--- src/rtl/irqr_pkg.sv ---
package irqr_pkg;

  localparam int unsigned NUM_LINES = 4;
  localparam int unsigned CFG_AW    = 4;

  localparam logic [CFG_AW-1:0] ADDR_CAUSE   = 4'd0;
  localparam logic [CFG_AW-1:0] ADDR_CPUMASK = 4'd1;
  localparam logic [CFG_AW-1:0] ADDR_PCIMASK = 4'd2;
  localparam logic [CFG_AW-1:0] ADDR_ERRMASK = 4'd3;
  localparam logic [CFG_AW-1:0] ADDR_ROUTE0  = 4'd4;

  localparam logic [31:0] CPUMASK_KEEP = 32'h3C3F_FFFE;
  localparam logic [31:0] PCIMASK_KEEP = 32'h03FF_FFFE;
  localparam logic [31:0] ERRMASK_KEEP = 32'h0000_003F;

endpackage

--- src/rtl/irqr_swizzle.sv ---
module irqr_swizzle #(
  parameter int unsigned NUM_DEV   = 4,
  parameter int unsigned SLOT_BASE = 18
) (
  input  logic [8*NUM_DEV-1:0] dev_devfn,
  input  logic [4*NUM_DEV-1:0] dev_pins,
  output logic [3:0]           line_lvl
);

  localparam int unsigned SPAN = irqr_pkg::NUM_LINES;

  logic [NUM_DEV-1:0]   dev_hit;
  logic [2*NUM_DEV-1:0] dev_off;

  // Per-device slot decode
  for (genvar d = 0; d < NUM_DEV; d++) begin : g_dev
    logic [4:0] slot;
    logic [5:0] slot_rel;
    assign slot     = dev_devfn[8*d+3 +: 5];
    assign slot_rel = {1'b0, slot} - 6'(SLOT_BASE);
    assign dev_hit[d] = (32'(slot) >= 32'(SLOT_BASE)) &&
                        (32'(slot) <  32'(SLOT_BASE + SPAN));
    assign dev_off[2*d +: 2] = slot_rel[1:0];
  end

  // Rotate each pin and merge all devices onto the shared lines
  always_comb begin
    line_lvl = '0;
    for (int d = 0; d < NUM_DEV; d++) begin
      for (int p = 0; p < 4; p++) begin
        logic [1:0] tgt;
        tgt = dev_hit[d] ? (dev_off[2*d +: 2] + 2'(p)) : 2'(p);
        if (dev_pins[4*d+p]) line_lvl[tgt] = 1'b1;
      end
    end
  end

endmodule

--- src/rtl/irqr_steer.sv ---
module irqr_steer #(
  parameter int unsigned NUM_OUT = 8,
  parameter int unsigned SEL_W   = 3
) (
  input  logic [3:0]            line_lvl,
  input  logic [3:0][SEL_W-1:0] route,
  output logic [NUM_OUT-1:0]    irq_out
);

  for (genvar k = 0; k < NUM_OUT; k++) begin : g_out
    logic [3:0] sel;
    always_comb begin
      for (int i = 0; i < 4; i++) sel[i] = (route[i] == SEL_W'(k));
    end
    assign irq_out[k] = |(line_lvl & sel);
  end

endmodule

--- src/rtl/irqr_regs.sv ---
module irqr_regs
  import irqr_pkg::*;
#(
  parameter int unsigned SEL_W = 3
) (
  input  logic                  clk,
  input  logic                  rst_n,
  input  logic [31:0]           cause_evt,
  input  logic                  cfg_we,
  input  logic [CFG_AW-1:0]     cfg_addr,
  input  logic [31:0]           cfg_wdata,
  output logic [31:0]           cfg_rdata,
  output logic [31:0]           cause_q,
  output logic [31:0]           cpumask_q,
  output logic [31:0]           pcimask_q,
  output logic [31:0]           errmask_q,
  output logic [3:0][SEL_W-1:0] route_q
);

  logic        wr_cause;
  logic [31:1] cause_hi;

  assign wr_cause = cfg_we && (cfg_addr == ADDR_CAUSE);

  always_comb begin
    cause_hi = cause_q[31:1];
    if (wr_cause) cause_hi = cause_hi & cfg_wdata[31:1];
    cause_hi = cause_hi | cause_evt[31:1];
  end

  always_ff @(posedge clk) begin
    if (!rst_n) begin
      cause_q   <= '0;
      cpumask_q <= '0;
      pcimask_q <= '0;
      errmask_q <= '0;
      route_q   <= '0;
    end else begin
      cause_q <= {cause_hi, |cause_hi};
      if (cfg_we) begin
        case (cfg_addr)
          ADDR_CPUMASK: cpumask_q <= cfg_wdata & CPUMASK_KEEP;
          ADDR_PCIMASK: pcimask_q <= cfg_wdata & PCIMASK_KEEP;
          ADDR_ERRMASK: errmask_q <= cfg_wdata & ERRMASK_KEEP;
          default: begin
            for (int i = 0; i < 4; i++)
              if (cfg_addr == ADDR_ROUTE0 + CFG_AW'(i))
                route_q[i] <= cfg_wdata[SEL_W-1:0];
          end
        endcase
      end
    end
  end

  always_comb begin
    cfg_rdata = '0;
    case (cfg_addr)
      ADDR_CAUSE:   cfg_rdata = cause_q;
      ADDR_CPUMASK: cfg_rdata = cpumask_q;
      ADDR_PCIMASK: cfg_rdata = pcimask_q;
      ADDR_ERRMASK: cfg_rdata = errmask_q;
      default: begin
        for (int i = 0; i < 4; i++)
          if (cfg_addr == ADDR_ROUTE0 + CFG_AW'(i))
            cfg_rdata = 32'(route_q[i]);
      end
    endcase
  end

endmodule

--- src/rtl/irq_swizzle_router.sv ---
module irq_swizzle_router #(
  parameter int unsigned NUM_DEV   = 4,
  parameter int unsigned NUM_OUT   = 8,
  parameter int unsigned SLOT_BASE = 18,
  localparam int unsigned SEL_W    = (NUM_OUT > 1) ? $clog2(NUM_OUT) : 1
) (
  input  logic                 clk,
  input  logic                 rst_n,
  input  logic [8*NUM_DEV-1:0] dev_devfn,
  input  logic [4*NUM_DEV-1:0] dev_pins,
  input  logic [31:0]          cause_evt,
  input  logic                 cfg_we,
  input  logic [3:0]           cfg_addr,
  input  logic [31:0]          cfg_wdata,
  output logic [31:0]          cfg_rdata,
  output logic [NUM_OUT-1:0]   irq_out
);

  logic [3:0]            line_lvl;
  logic [3:0][SEL_W-1:0] route_q;
  logic [31:0]           cause_q;
  logic [31:0]           cpumask_q;
  logic [31:0]           pcimask_q;
  logic [31:0]           errmask_q;

  irqr_swizzle #(.NUM_DEV(NUM_DEV), .SLOT_BASE(SLOT_BASE)) u_swz (
    .dev_devfn (dev_devfn),
    .dev_pins  (dev_pins),
    .line_lvl  (line_lvl)
  );

  irqr_steer #(.NUM_OUT(NUM_OUT), .SEL_W(SEL_W)) u_steer (
    .line_lvl (line_lvl),
    .route    (route_q),
    .irq_out  (irq_out)
  );

  irqr_regs #(.SEL_W(SEL_W)) u_regs (
    .clk       (clk),
    .rst_n     (rst_n),
    .cause_evt (cause_evt),
    .cfg_we    (cfg_we),
    .cfg_addr  (cfg_addr),
    .cfg_wdata (cfg_wdata),
    .cfg_rdata (cfg_rdata),
    .cause_q   (cause_q),
    .cpumask_q (cpumask_q),
    .pcimask_q (pcimask_q),
    .errmask_q (errmask_q),
    .route_q   (route_q)
  );

endmodule

--- config.mk ---
export PLATFORM = sky130hd
export DESIGN_NAME = irq_swizzle_router
export DESIGN_NICKNAME = d
export VERILOG_FILES = /design/src/rtl/irqr_pkg.sv /design/src/rtl/irqr_swizzle.sv /design/src/rtl/irqr_steer.sv /design/src/rtl/irqr_regs.sv /design/src/rtl/irq_swizzle_router.sv
export SDC_FILE = /design/constraint.sdc
export NUM_CORES = 1
export LEC_CHECK = 0
export BUFFER_PORTS_ARGS = -buffer_cell sky130_fd_sc_hd__buf_2
export CORE_AREA = 2 2 106 108
export CTS_BUF_LIST = sky130_fd_sc_hd__clkbuf_4 sky130_fd_sc_hd__clkbuf_8 sky130_fd_sc_hd__clkbuf_16
export CTS_CLUSTER_DIAMETER = 150
export DETAILED_ROUTE_END_ITERATION = 6
export DIE_AREA = 0 0 108 110
export GPL_TIMING_DRIVEN = 1
export PLACE_DENSITY = 0.85
export REMOVE_ABC_BUFFERS = 1
export SLEW_MARGIN = 20
export SYNTH_ARGS = -nofsm -noshare
export SYNTH_HDL_FRONTEND = slang
export SYNTH_SLANG_ARGS = --single-unit
--- constraint.sdc ---
create_clock -name clk -period 4.6 [get_ports clk]
set_clock_uncertainty 0.2 [all_clocks]
set_input_delay 0 -clock clk [delete_from_list [all_inputs] [get_ports clk]]
set_output_delay 0 -clock clk [all_outputs]
set_load 0.02 [all_outputs]
# Word level (Yosys, flattened, before mapping)
# Index checks and enable logic that the tools add are counted.
[op_classes] add_sub_neg=16 magnitude_cmp=40 n_eq_ne=35 n_mux=70 n_bitwise=26 n_reduce_logical=43
[op_table] operator="32-bit case mux with 4 select lines" count=1
[op_table] operator="4-bit two-way mux" count=16
[op_table] operator="4-bit bitwise OR" count=15
[op_table] operator="3-bit == test (second input constant)" count=16
[op_table] operator="2-bit by 3-bit < comparator with 1-bit output (second input constant)" count=16
[op_table] operator="4-bit AND" count=8
[op_table] operator="1-bit demux with 2-bit select" count=16
[op_table] operator="2-bit by 1-bit >= comparator with 1-bit output (second input constant)" count=16
[op_table] operator="2-bit two-way mux" count=16
[op_table] operator="4-bit OR reduction" count=8
[op_table] operator="31-bit AND" count=1
[op_table] operator="31-bit two-way mux" count=1
[op_table] operator="31-bit bitwise OR" count=1
[op_table] operator="31-bit OR reduction" count=1
[op_table] operator="3-bit by 2-bit == test with 1-bit output (second input constant)" count=8
[op_table] operator="1-bit logical AND" count=21
[op_table] operator="5-bit >= comparator (second input constant)" count=4
[op_table] operator="5-bit < comparator (second input constant)" count=4
[op_table] operator="2-bit adder (second input constant)" count=8
[op_table] operator="4-bit by 3-bit == test with 1-bit output (second input constant)" count=4
[op_table] operator="1-bit two-way mux" count=16
[op_table] operator="3-bit by 1-bit == test with 1-bit output (second input constant)" count=4
[op_table] operator="3-bit logical NOT" count=4
[op_table] operator="3-bit two-way mux" count=4
[op_table] operator="other kinds (9)" count=21
[word_totals] ff_bits=100 in_bits=119 out_inout_bits=40 wordCells=238

# Depth between registers and ports, before layout
# Gate-level depths: netlist (run 1).
[depth] word_depth=40 ltp_mapped=9 depth_no_buf=7

# Cells and area by module
# From an unflattened synthesis (run 1), not the netlist that was laid out.
[hier_totals] hier_cells=794 area_unflattened_um2=6256.0
[by_module_without_submodules] module="irqr_regs" n_inst=1 cells_per_inst=619 area_per_inst_um2=5123.7 seq_area_each_um2=2001.9
[by_module_without_submodules] module="irqr_swizzle" n_inst=1 cells_per_inst=136 area_per_inst_um2=864.6 seq_area_each_um2=0.0
[by_module_without_submodules] module="irqr_steer" n_inst=1 cells_per_inst=39 area_per_inst_um2=267.8 seq_area_each_um2=0.0

# Least setup slack after synthesis (run 1)
# No wires, ideal clock.
[synth_timing] path_type="input -> output" from="input dev_devfn[3]" to="output irq_out[0]" t_arrival_ns=1.534 t_required_ns=4.400 path_slack_ns=2.866 stages=7 n_path_buf=1 path_cell_list="buf_6 and3b_1 and2_4 a221o_1 a221oi_2 a31oi_1 a221o_1"
[synth_via] elab_chain_len=40 word_cells_on_any_way=64 classes_between="add/sub (4); order compare (10); mux (28); bitwise (16); reduce/logical (6)"
[synth_rtl] item="start: declaration" line="irq_swizzle_router.sv:9" rtl="input logic [8*NUM_DEV-1:0] dev_devfn,"
[synth_rtl] item="5-bit >= comparator / 5-bit < comparator (equally long branches)" line="irqr_swizzle.sv:21, irqr_swizzle.sv:22"
[synth_rtl] item="1-bit logical AND" line="irqr_swizzle.sv:21" rtl="assign dev_hit[d] = (32'(slot) >= 32'(SLOT_BASE)) &&"
[synth_rtl] item="2-bit two-way mux" line="irqr_swizzle.sv:32" rtl="tgt = dev_hit[d] ? (dev_off[2*d +: 2] + 2'(p)) : 2'(p);"
[synth_rtl] item="2-bit by 3-bit < comparator with 1-bit output (implied by the code) / 2-bit by 1-bit >= comparator with 1-bit output (equally long branches)" line="irqr_swizzle.sv:33" rtl="if (dev_pins[4*d+p]) line_lvl[tgt] = 1'b1;"
[synth_rtl] item="1-bit logical AND (implied by the code)" line="irqr_swizzle.sv:33"
[synth_rtl] item="1-bit two-way mux (implied by the code)" line="irqr_swizzle.sv:33"
[synth_rtl] item="1-bit demux with 2-bit select"
[synth_rtl] item="4-bit two-way mux" line="irqr_swizzle.sv:33"
[synth_rtl] item="(+24 left out)"
[synth_rtl] item="4-bit bitwise OR (no source line)"
[synth_rtl] item="4-bit two-way mux (*)" line="irqr_swizzle.sv:33"
[synth_rtl] item="4-bit bitwise OR (no source line)"
[synth_rtl] item="4-bit two-way mux (*)" line="irqr_swizzle.sv:33"
[synth_rtl] item="4-bit bitwise OR (no source line)"
[synth_rtl] item="4-bit two-way mux (*)" line="irqr_swizzle.sv:33"
[synth_rtl] item="4-bit AND (*)" line="irqr_steer.sv:15" rtl="assign irq_out[k] = |(line_lvl & sel);"
[synth_rtl] item="4-bit OR reduction (*)" line="irqr_steer.sv:15"
[synth_rtl] item="end: declaration" line="irq_swizzle_router.sv:16" rtl="output logic [NUM_OUT-1:0] irq_out"
# Every way passes the cells marked *; elsewhere a longest branch is shown, timed or not.

# Final worst setup path (run 1)
[layout_timing] from="input cfg_addr[0]" to="register u_regs.cause_q[0]"
[layout_via] elab_chain_len=5
[layout_rtl] item="start: declaration" line="irq_swizzle_router.sv:13" rtl="input logic [3:0] cfg_addr,"
[layout_rtl] item="4-bit logical NOT" line="irqr_regs.sv:23" rtl="assign wr_cause = cfg_we && (cfg_addr == ADDR_CAUSE);"
[layout_rtl] item="1-bit logical AND" line="irqr_regs.sv:23"
[layout_rtl] item="31-bit two-way mux" line="irqr_regs.sv:27" rtl="if (wr_cause) cause_hi = cause_hi & cfg_wdata[31:1];"
[layout_rtl] item="31-bit bitwise OR" line="irqr_regs.sv:28" rtl="cause_hi = cause_hi | cause_evt[31:1];"
[layout_rtl] item="31-bit OR reduction" line="irqr_regs.sv:39" rtl="cause_q <= {cause_hi, |cause_hi};"
[layout_rtl] item="end signal: assignment" line="irqr_regs.sv:39"
[layout_rtl] item="end: declaration" line="irqr_regs.sv:13" rtl="output logic [31:0] cause_q,"
# No other way between the ends.
# A chain may end at the register's enable or synchronous reset.

==> results.json, run 1 <==
{
  "dieArea_sq_um": 11900,
  "p_leak_nw": 3.01,
  "critPathArrivalTime_ps": 2890,
  "setup_viol": 0,
  "antenna_cells": 0,
  "whs_path_depth": 5,
  "routabilityCongestion": 0.915,
  "grt_pass1_vias": 5968,
  "post-route-drc-count": 0,
  "num_rows": 38,
  "reg2reg_from": "u_regs.cause_q[5]",
  "multiInputGateArea_sq_um": 3490,
  "port_buffers": 145,
  "syn_area_sq_um": 5740,
  "first_pass_iters": 6,
  "worst_slew_pin_slew_ps": 1090,
  "fmax_mhz": 354,
  "drive_gt1_share_pct": 20.6,
  "cp-start-kind": "input pin",
  "critical_path.endpoint_type": "flip-flop",
  "rr_endpoint": "u_regs.cause_q[0]",
  "fill_cells": 813,
  "vias": 6129,
  "ant_nets": 0,
  "clock-sinks": 100,
  "syn2layout_area_growth_pct": 29.7,
  "start_util_pct": 53.7,
  "grt_usage_pct": 30.8,
  "cts_buffers": 9,
  "finalHoldViolCount": 0,
  "slew_violations": 0,
  "dp.final_hpwl_microns": 11100,
  "grt_max_degree": 101,
  "via_per_inst": 5.86,
  "power_density_nw_per_um2": 245,
  "post_cts_buffers": 0,
  "h-tree-depth": 3,
  "die_w_microns": 108,
  "worstPathRequired_ps": 4670,
  "regArea_sq_um": 2000,
  "slew_headroom_pct": 27.2,
  "tns_ps": 0,
  "grt-ovfl-total": 0,
  "detail_route.iter0.violations": 581,
  "tritoncts": "done",
  "antenna_found_initial": 0,
  "reg2reg_depth": 6,
  "fin_crit_ps": 2820,
  "nets": 1021,
  "netlist_instances": 709,
  "seq_area_frac_synth_pct": 34.9,
  "status": "finished, final reports clean",
  "ios": 159,
  "r2r_setup_slack_ps": 2370,
  "synth_seq_cells": 100,
  "core_area_sq_um": 10700,
  "cts_root_buffer": "clkbuf_8",
  "ys.flop_type": "dfxtp_1",
  "synthArstFlopShare_pct": 0,
  "routed_wl_microns": 18500,
  "maxCapViolCount": 0,
  "die_h_microns": 110,
  "ys_warn_count": 0,
  "synth_cell_types": 57,
  "grt_pass1_wl_microns": 29100,
  "syn_area_per_cell_sq_um": 8.10,
  "hold-worst-slack_ps": 86.3,
  "path_max_fanout": 25,
  "period_share_pct": 61.3,
  "cts.clk_slew.worst_paths_ps": 100,
  "fin_util_pct": 69.6,
  "clk_latency_ps": 380,
  "worstSetupPathType": "input pin to flip-flop",
  "ir_worst_vdd_mv": 0.170,
  "total_power_mw": 1.82,
  "hp-class": "input pin to flip-flop",
  "routedWlPerCell_microns": 17.7,
  "synth_edf_count": 0,
  "cts_buffer_depth": 2,
  "whs_endpoint": "u_regs.route_q[9]",
  "min-delay-start": "cfg_we",
  "rsz0062_at_grt": "no"
}
## cell type report
type,count,share of cell area [%]
clock buffer,11,1.86
timing repair buffer,228,20.6
tap,140,2.35
inverter,15,0.756
multi-input combinational,548,46.8
sequential,100,26.9
clock inverter,4,0.689
## power breakdown
group	switching, mW	total (mW)	leakage [nW]	internal [mW]
Clock	0.312	0.574	0.0962	0.261
Combinational	0.171	0.335	2.10	0.165
Sequential	0.0211	0.914	0.817	0.893
Total	0.504	1.82	3.01	1.32
## worst max path at each step
stage / depth (start not counted) / to / startpoint
4_1_cts: 10 / u_regs.cause_q[0] / cfg_addr[0]
3_5_place_dp: 8 / u_regs.cause_q[0] / cfg_addr[0]
3_3_place_gp: 8 / u_regs.cause_q[0] / cfg_addr[0]
6_report: 10 / u_regs.cause_q[0] / cfg_addr[0]
2_1_floorplan: 7 / u_regs.cause_q[0] / cfg_addr[3]
5_1_grt: 10 / u_regs.cause_q[0] / cfg_addr[0]
## flip-flops by register name, indices dropped and copies added (netlist names)
register	flops
u_regs.cpumask_q	25
u_regs.cause_q	32
u_regs.errmask_q	6
u_regs.route_q	12
u_regs.pcimask_q	25
## cells in the mapped netlist, types with 14 or more instances
master,instances,share of area (%)
nand2_1,124,8.1
dfxtp_1,100,35
a21boi_0,72,9.4
nor2_1,57,3.7
mux2i_1,47,8.2
clkbuf_1,29,1.9
o21ai_0,28,2.4
nor2b_1,25,2.7
a21oi_1,21,1.8
nand2b_1,20,2.2
and2_1,17,1.9
inv_1,15,0.98
buf_2,14,1.2
## placed cells by master (no fill, tap or decap), drive strengths merged, types with 3 or more instances in the layout
cell         synthesis  layout
and2                18      18
mux2i               47      47
nor2                57      57
mux4                 8       8
a221o                9       9
inv                 15      15
nand2              124     124
nand3                8       8
a21oi               21      21
or3                  3       3
nand4                5       5
nor2b               25      25
o21a                 4       4
a22o                 4       4
nand2b              20      20
and3                 3       3
nand3b               7       7
a221oi               6       6
a21boi              72      72
nor4                 6       6
a22oi                5       5
o22ai               12      12
clkbuf              29      11
nor3                10      10
o21ai               41      41
dfxtp              100     100
buf                 17     153
nand4bb              3       3
dlygate4sd3          0      75
nor3b                4       4
## per-stage QoR
step	worst slack [ps]	cells	area [sq um]
CTS	1840	1046	7450
global placement	1940	956	6510
floorplan	2710	663	5540
global route	1530	1046	7450
detailed placement	1890	956	6510
finish	1780	1046	7450
## per-layer routing
metal | vias to the layer above | part of all wire, % | track usage [%]
li1 | 2890 | - | -
met1 | 2826 | 42 | 39.2
met2 | 346 | 47 | 51.1
met3 | 67 | 8.3 | 5.53
met4 | 0 | 3.3 | 14.6
met5 | - | 0 | 0
## worst max-delay path: stages
cell and delay [ps]:
buf_2 110, nor2_1 450, nand2_1 340, buf_4 330, o21ai_1 150, nand2b_1 60, dlygate4sd3_1 560, nor4b_1 460
nand3_1 150, o31a_1 270
## what timing repair did
action | 4_1_cts | 5_1_grt
setup endpoints to repair | 0 | 0
resized for setup | 0 | 0
hold endpoints to repair | 100 | 0
hold buffers | 75 | 0
## logic make-up (layout without fill, tap and decap cells)
logic type      Yosys count  count (layout)  share of synthesized area (%)
simple gates            302             302                           25.8
compound gates          190             190                           23.3
flops                   100             100                           34.9
mux                      56              56                           11.5
buf+inv                  61             258                           4.55
No activity file was read; power rests on OpenSTA's default activity.
==> inputs of run 2 (changes only) <==
ABC_AREA = 1   (was default)
CORE_AREA = 2 2 108 110   (was 2 2 106 108)
DIE_AREA = 0 0 110 112   (was 0 0 108 110)
PLACE_DENSITY = 0.82   (was 0.85)
clock period = 2.9 ns   (was 4.6 ns; I/O delays follow)
==> run 2 against run 1 <==
Via count increased by 15%. Worst hold slack lost 71 ps. Sequential share of layout area fell by 1.4 points. Wire length increased by 0.91%. Sequential power up 60%. Sequential cell count stayed put. Synthesized cell count rose by 31%. Final cell count up 25%. First-iteration DRC count increased by 6.5%. Non-clock buffer count up 24. Power rose by 77%. Critical endpoint is now cfg_rdata[1].
==> results.json, run 2 <==
{
  "rsz0062_at_grt": "no",
  "first_pass_iters": 5,
  "grt_pass1_wl_microns": 30100,
  "layout_commonest_cell": "nand2_1",
  "fin_crit_ps": 2660,
  "h-tree-depth": 3,
  "ys_top_cells_by_area": "dfxtp_1 35%, nand2_1 13%, inv_1 11%",
  "seq_area_frac_synth_pct": 34.8,
  "die_w_microns": 110,
  "regMostFlops": "u_regs.cause_q",
  "clock-sinks": 100,
  "final_area_sq_um": 7870,
  "cts_buffer_depth": 2,
  "fmax_mhz": 376,
  "vias": 7023,
  "placed_area_sq_um": 6580,
  "dp.final_hpwl_microns": 11000,
  "worstPathRequired_ps": 2700,
  "synth_seq_cells": 100,
  "num_rows": 39,
  "total_power_mw": 3.22,
  "tritoncts": "done",
  "yosysTopAreaCell": "dfxtp_1",
  "cts_root_buffer": "clkbuf_16",
  "slew_headroom_pct": 41.9,
  "critical_path.endpoint_type": "output pin",
  "cp-start-kind": "input pin",
  "critPathArrivalTime_ps": 2460,
  "synth_most_common_cell": "nand2_1",
  "dieArea_sq_um": 12300,
  "final_cell_mix": "200 x nand2_1, 161 x inv_1, 145 x buf_2, 100 x dfxtp_1, 99 x dlygate4sd3_1",
  "slew_violations": 0,
  "met3_usage_pct": 4.86,
  "synth_common_cells": "200 x nand2_1, 161 x inv_1, 100 x dfxtp_1",
  "hold-worst-slack_ps": 14.9,
  "worst_slew_pin_slew_ps": 870,
  "syn_area_per_cell_sq_um": 6.18,
  "port_buffers": 145,
  "ios": 159,
  "ir_worst_vdd_mv": 0.274,
  "syn_area_sq_um": 5750,
  "worstSetupPathType": "input pin to output pin",
  "grt_usage_pct": 30.3,
  "setup_viol": 0,
  "path_max_fanout": 22,
  "synth_top_cell_area_share_pct": 34.8,
  "power_density_nw_per_um2": 410,
  "reg_top3": "u_regs.cause_q (32), u_regs.cpumask_q (25), u_regs.pcimask_q (25)",
  "grt_pass1_vias": 6849,
  "regArea_sq_um": 2000,
  "syn2layout_area_growth_pct": 36.8,
  "synth_edf_count": 0,
  "top_usage_layer": "met2",
  "ys.flop_type": "dfxtp_1",
  "cts_hold_buf": 99,
  "antenna_cells": 0,
  "nets": 1280,
  "synthArstFlopShare_pct": 0,
  "routedWlPerCell_microns": 14.3,
  "start_util_pct": 51.5,
  "die_h_microns": 112,
  "via_per_inst": 5.37,
  "netlist_instances": 930,
  "core_area_sq_um": 11200,
  "ys_warn_count": 0,
  "p_leak_nw": 3.67,
  "cts_resized": 0,
  "cts_buffers": 9,
  "clk_latency_ps": 340,
  "grt_use_met1_pct": 35.9,
  "fill_cells": 898,
  "drive_gt1_share_pct": 15.7,
  "synth_cell_types": 24,
  "ant_nets": 0,
  "detail_route.iter0.violations": 619,
  "period_share_pct": 91.7,
  "grt-ovfl-total": 0,
  "routabilityCongestion": 0.880,
  "post_cts_buffers": 0,
  "fin_util_pct": 70.4,
  "cts.clk_slew.worst_paths_ps": 60,
  "grt_max_degree": 62,
  "status": "finished, final reports clean",
  "antenna_found_initial": 0,
  "multiInputGateArea_sq_um": 3000,
  "finalHoldViolCount": 0,
  "maxCapViolCount": 0,
  "hp-class": "input pin to flip-flop",
  "post-route-drc-count": 0,
  "grt_util_met2_pct": 52.6,
  "largest_reg_flops": 32,
  "tns_ps": 0,
  "routed_wl_microns": 18700
}
run 2: area by class of cell:
class	instances	area share (%)
Clock buffer	11	3.05
Clock inverter	5	0.763
Inverter	162	7.73
Multi-Input combinational cell	636	38.2
Sequential cell	100	25.4
Tap cell	143	2.27
Timing Repair Buffer	252	22.6
run 2: critical path: stages:
cell           delay, ps
dlygate4sd3_1        520
buf_2                140
nor2_4                80
inv_2                110
nor2_4                70
inv_1                630
o22ai_1              190
a221oi_1             350
nand3_1              160
buf_2                200
run 2: path summary, 6_finish.rpt:
path	cells after the start	endpoint	slack, ps	startpoint
setup / recovery	10	cfg_rdata[1]	240	cfg_addr[3]
hold / removal	6	u_regs.cpumask_q[1]	10	cfg_addr[1]
setup reg to reg	5	u_regs.cause_q[16]	1310	u_regs.cause_q[16]
hold reg to reg	2	u_regs.pcimask_q[22]	250	u_regs.pcimask_q[22]
run 2: cell families (layout without fill, tap and decap cells):
family,count (synthesis),count (layout),synth area share [%]
DFF,100,100,34.8
buffers and inverters,194,430,13.0
AOI/OAI and AO/OA,211,211,20.2
and+or+nand+nor,425,425,32.0
run 2: per-stage QoR:
stage               setup slack, ps  instances
floorplan                      1150        898
global placement                874       1194
detailed placement              853       1194
CTS                             336       1309
global route                    163       1309
finish                          239       1309
run 2: metal layers:
layer  vias up  routed length, microns
met3        69                    1310
li1       3486                       -
met4         0                     648
met2       341                    9220
met5         -                       0
met1      3127                    7500
run 2: power breakdown:
part	switching, mW	total (mW)	internal (mW)
combinational	0.303	0.545	0.243
clock	0.529	1.22	0.692
sequential	0.0308	1.46	1.42
==> inputs of run 3 (changes only) <==
RECOVER_POWER = 25   (was default)
==> run 3 against run 2 <==
Sequential power is essentially flat. Power is essentially flat. Global-route usage is the same. Combinational power is essentially flat. Sequential share of layout area grew 0.089 points. Final cell count is the same. Die area is the same. Final area shrank 0.35%. Critical path type unchanged. Largest power group unchanged.
==> results.json, run 3 (synthesis results as in run 2) <==
{
  "status": "finished, final reports clean",
  "slew_headroom_pct": 30.6,
  "multiInputGateArea_sq_um": 2990,
  "p_int_mw": 2.36,
  "vias": 7019,
  "cp_cell_sequence": "dlygate4sd3_1 > clkbuf_1 > nor2_4 > inv_2 > nor2_4 > inv_1 > o22ai_1 > a221oi_1 > nand3_1 > buf_2",
  "final_cell_mix": "201 x nand2_1, 161 x inv_1, 139 x buf_2, 100 x dfxtp_1, 99 x dlygate4sd3_1",
  "critPathArrivalTime_ps": 2510,
  "antenna_found_initial": 0,
  "hp-class": "input pin to flip-flop",
  "grt_pass1_vias": 6849,
  "reg_top3": "u_regs.cause_q (32), u_regs.cpumask_q (25), u_regs.pcimask_q (25)",
  "worstPathRequired_ps": 2700,
  "grt_usage_pct": 30.3,
  "worstSetupPathType": "input pin to output pin",
  "period_share_pct": 93.5,
  "switching_power_mw": 0.863,
  "grt_max_degree": 62,
  "dieArea_sq_um": 12300,
  "fin_util_pct": 70.2,
  "cts.clk_slew.worst_paths_ps": 60,
  "p_leak_nw": 3.64,
  "fmax_mhz": 369,
  "p_sw_share_pct": 26.8,
  "cts_buffers": 9,
  "regArea_sq_um": 2000,
  "routed_wl_microns": 18700,
  "die_h_microns": 112,
  "regMostFlops": "u_regs.cause_q",
  "fill_cells": 905,
  "via_per_inst": 5.36,
  "die_w_microns": 110,
  "routabilityCongestion": 0.880,
  "worst_slew_pin_slew_ps": 1040,
  "largest_reg_flops": 32,
  "grt-ovfl-total": 0,
  "port_buffers": 145,
  "critical_path.endpoint_type": "output pin",
  "setup_viol": 0,
  "tritoncts": "done",
  "critPathTopFamily": "buffers and inverters",
  "routedWlPerCell_microns": 14.3,
  "path_max_fanout": 22,
  "nets": 1280,
  "rsz0062_at_grt": "no",
  "post_cts_buffers": 0,
  "critPathMaxStageDelay_ps": 620,
  "dp.final_hpwl_microns": 11000,
  "antenna_cells": 0,
  "clockPowerShare_pct": 38.0,
  "total_power_mw": 3.22,
  "power_density_nw_per_um2": 411,
  "seqPwrFrac_pct": 45.2,
  "cts_resized": 0,
  "maxCapViolCount": 0,
  "post-route-drc-count": 0,
  "finalHoldViolCount": 0,
  "detail_route.iter0.violations": 624,
  "grt_pass1_wl_microns": 30100,
  "first_pass_iters": 5,
  "cts_buffer_depth": 2,
  "ios": 159,
  "ir_worst_vdd_mv": 0.277,
  "slew_violations": 0,
  "p_comb_share_pct": 16.8,
  "layout_commonest_cell": "nand2_1",
  "ant_nets": 0,
  "core_area_sq_um": 11200,
  "path_common_cell": "nor2_4",
  "start_util_pct": 51.5,
  "tns_ps": 0,
  "path_buf_inv": 5,
  "clk_latency_ps": 340,
  "num_rows": 39,
  "fin_crit_ps": 2710,
  "h-tree-depth": 3,
  "syn2layout_area_growth_pct": 36.3,
  "drive_gt1_share_pct": 14.8,
  "cts_hold_buf": 99,
  "cp-start-kind": "input pin",
  "cts_root_buffer": "clkbuf_16",
  "crit_slowest_cell": "inv_1",
  "clock-sinks": 100
}
[run 3: cell type report]
class	instances	area share (%)
sequential	100	25.5
clock inverter	5	0.766
clock buffer	11	3.06
timing repair buffer	252	22.5
inverter	162	7.76
tap	143	2.28
multi-input combinational	636	38.1
[run 3: stage by stage]
step,std cells,cell area (sq um),hold slack [ps],worst slack (ps)
6_report,1309,7840,15.6,188
5_1_grt,1309,7840,76.9,89.1
4_1_cts,1309,7870,16.4,336
3_5_place_dp,1194,6580,30.4,853
3_3_place_gp,1194,6580,27.4,874
2_1_floorplan,898,5610,-71.8,1150
[run 3: power by group through the flow]
stage | combinational [mW] | clock, mW | sequential [mW]
floorplan | 0.230 | 0 | 1.48
global placement | 0.402 | 0 | 1.48
detailed placement | 0.408 | 0 | 1.48
CTS | 0.517 | 1.22 | 1.45
global route | 0.593 | 1.28 | 1.46
finish | 0.542 | 1.22 | 1.46
[run 3: path summary, 6_finish.rpt]
path                              from              endpoint  slack [ps]  cells past startpoint
setup / recovery           cfg_addr[3]          cfg_rdata[1]         190                     10
hold / removal             cfg_addr[1]   u_regs.cpumask_q[1]          20                      6
setup reg to reg    u_regs.cause_q[20]    u_regs.cause_q[20]        1310                      5
hold reg to reg   u_regs.pcimask_q[22]  u_regs.pcimask_q[22]         250                      2
[run 3: routing by layer]
metal	share of wire, %	vias to the layer above	GRT usage, %	wire [microns]
li1	-	3487	-	-
met1	40	3137	35.9	7510
met2	50	335	52.6	9270
met3	7.0	60	4.86	1320
met4	3.2	0	14.4	594
met5	0	-	0	0
[run 3: worst reg2reg max path: cells and delay by family (launching register included)]
family | cells | cell delay (ps)
buffers and inverters | 2 | 640
and+or+nand+nor | 2 | 150
AOI/OAI and AO/OA | 1 | 160
DFF | 1 | 370
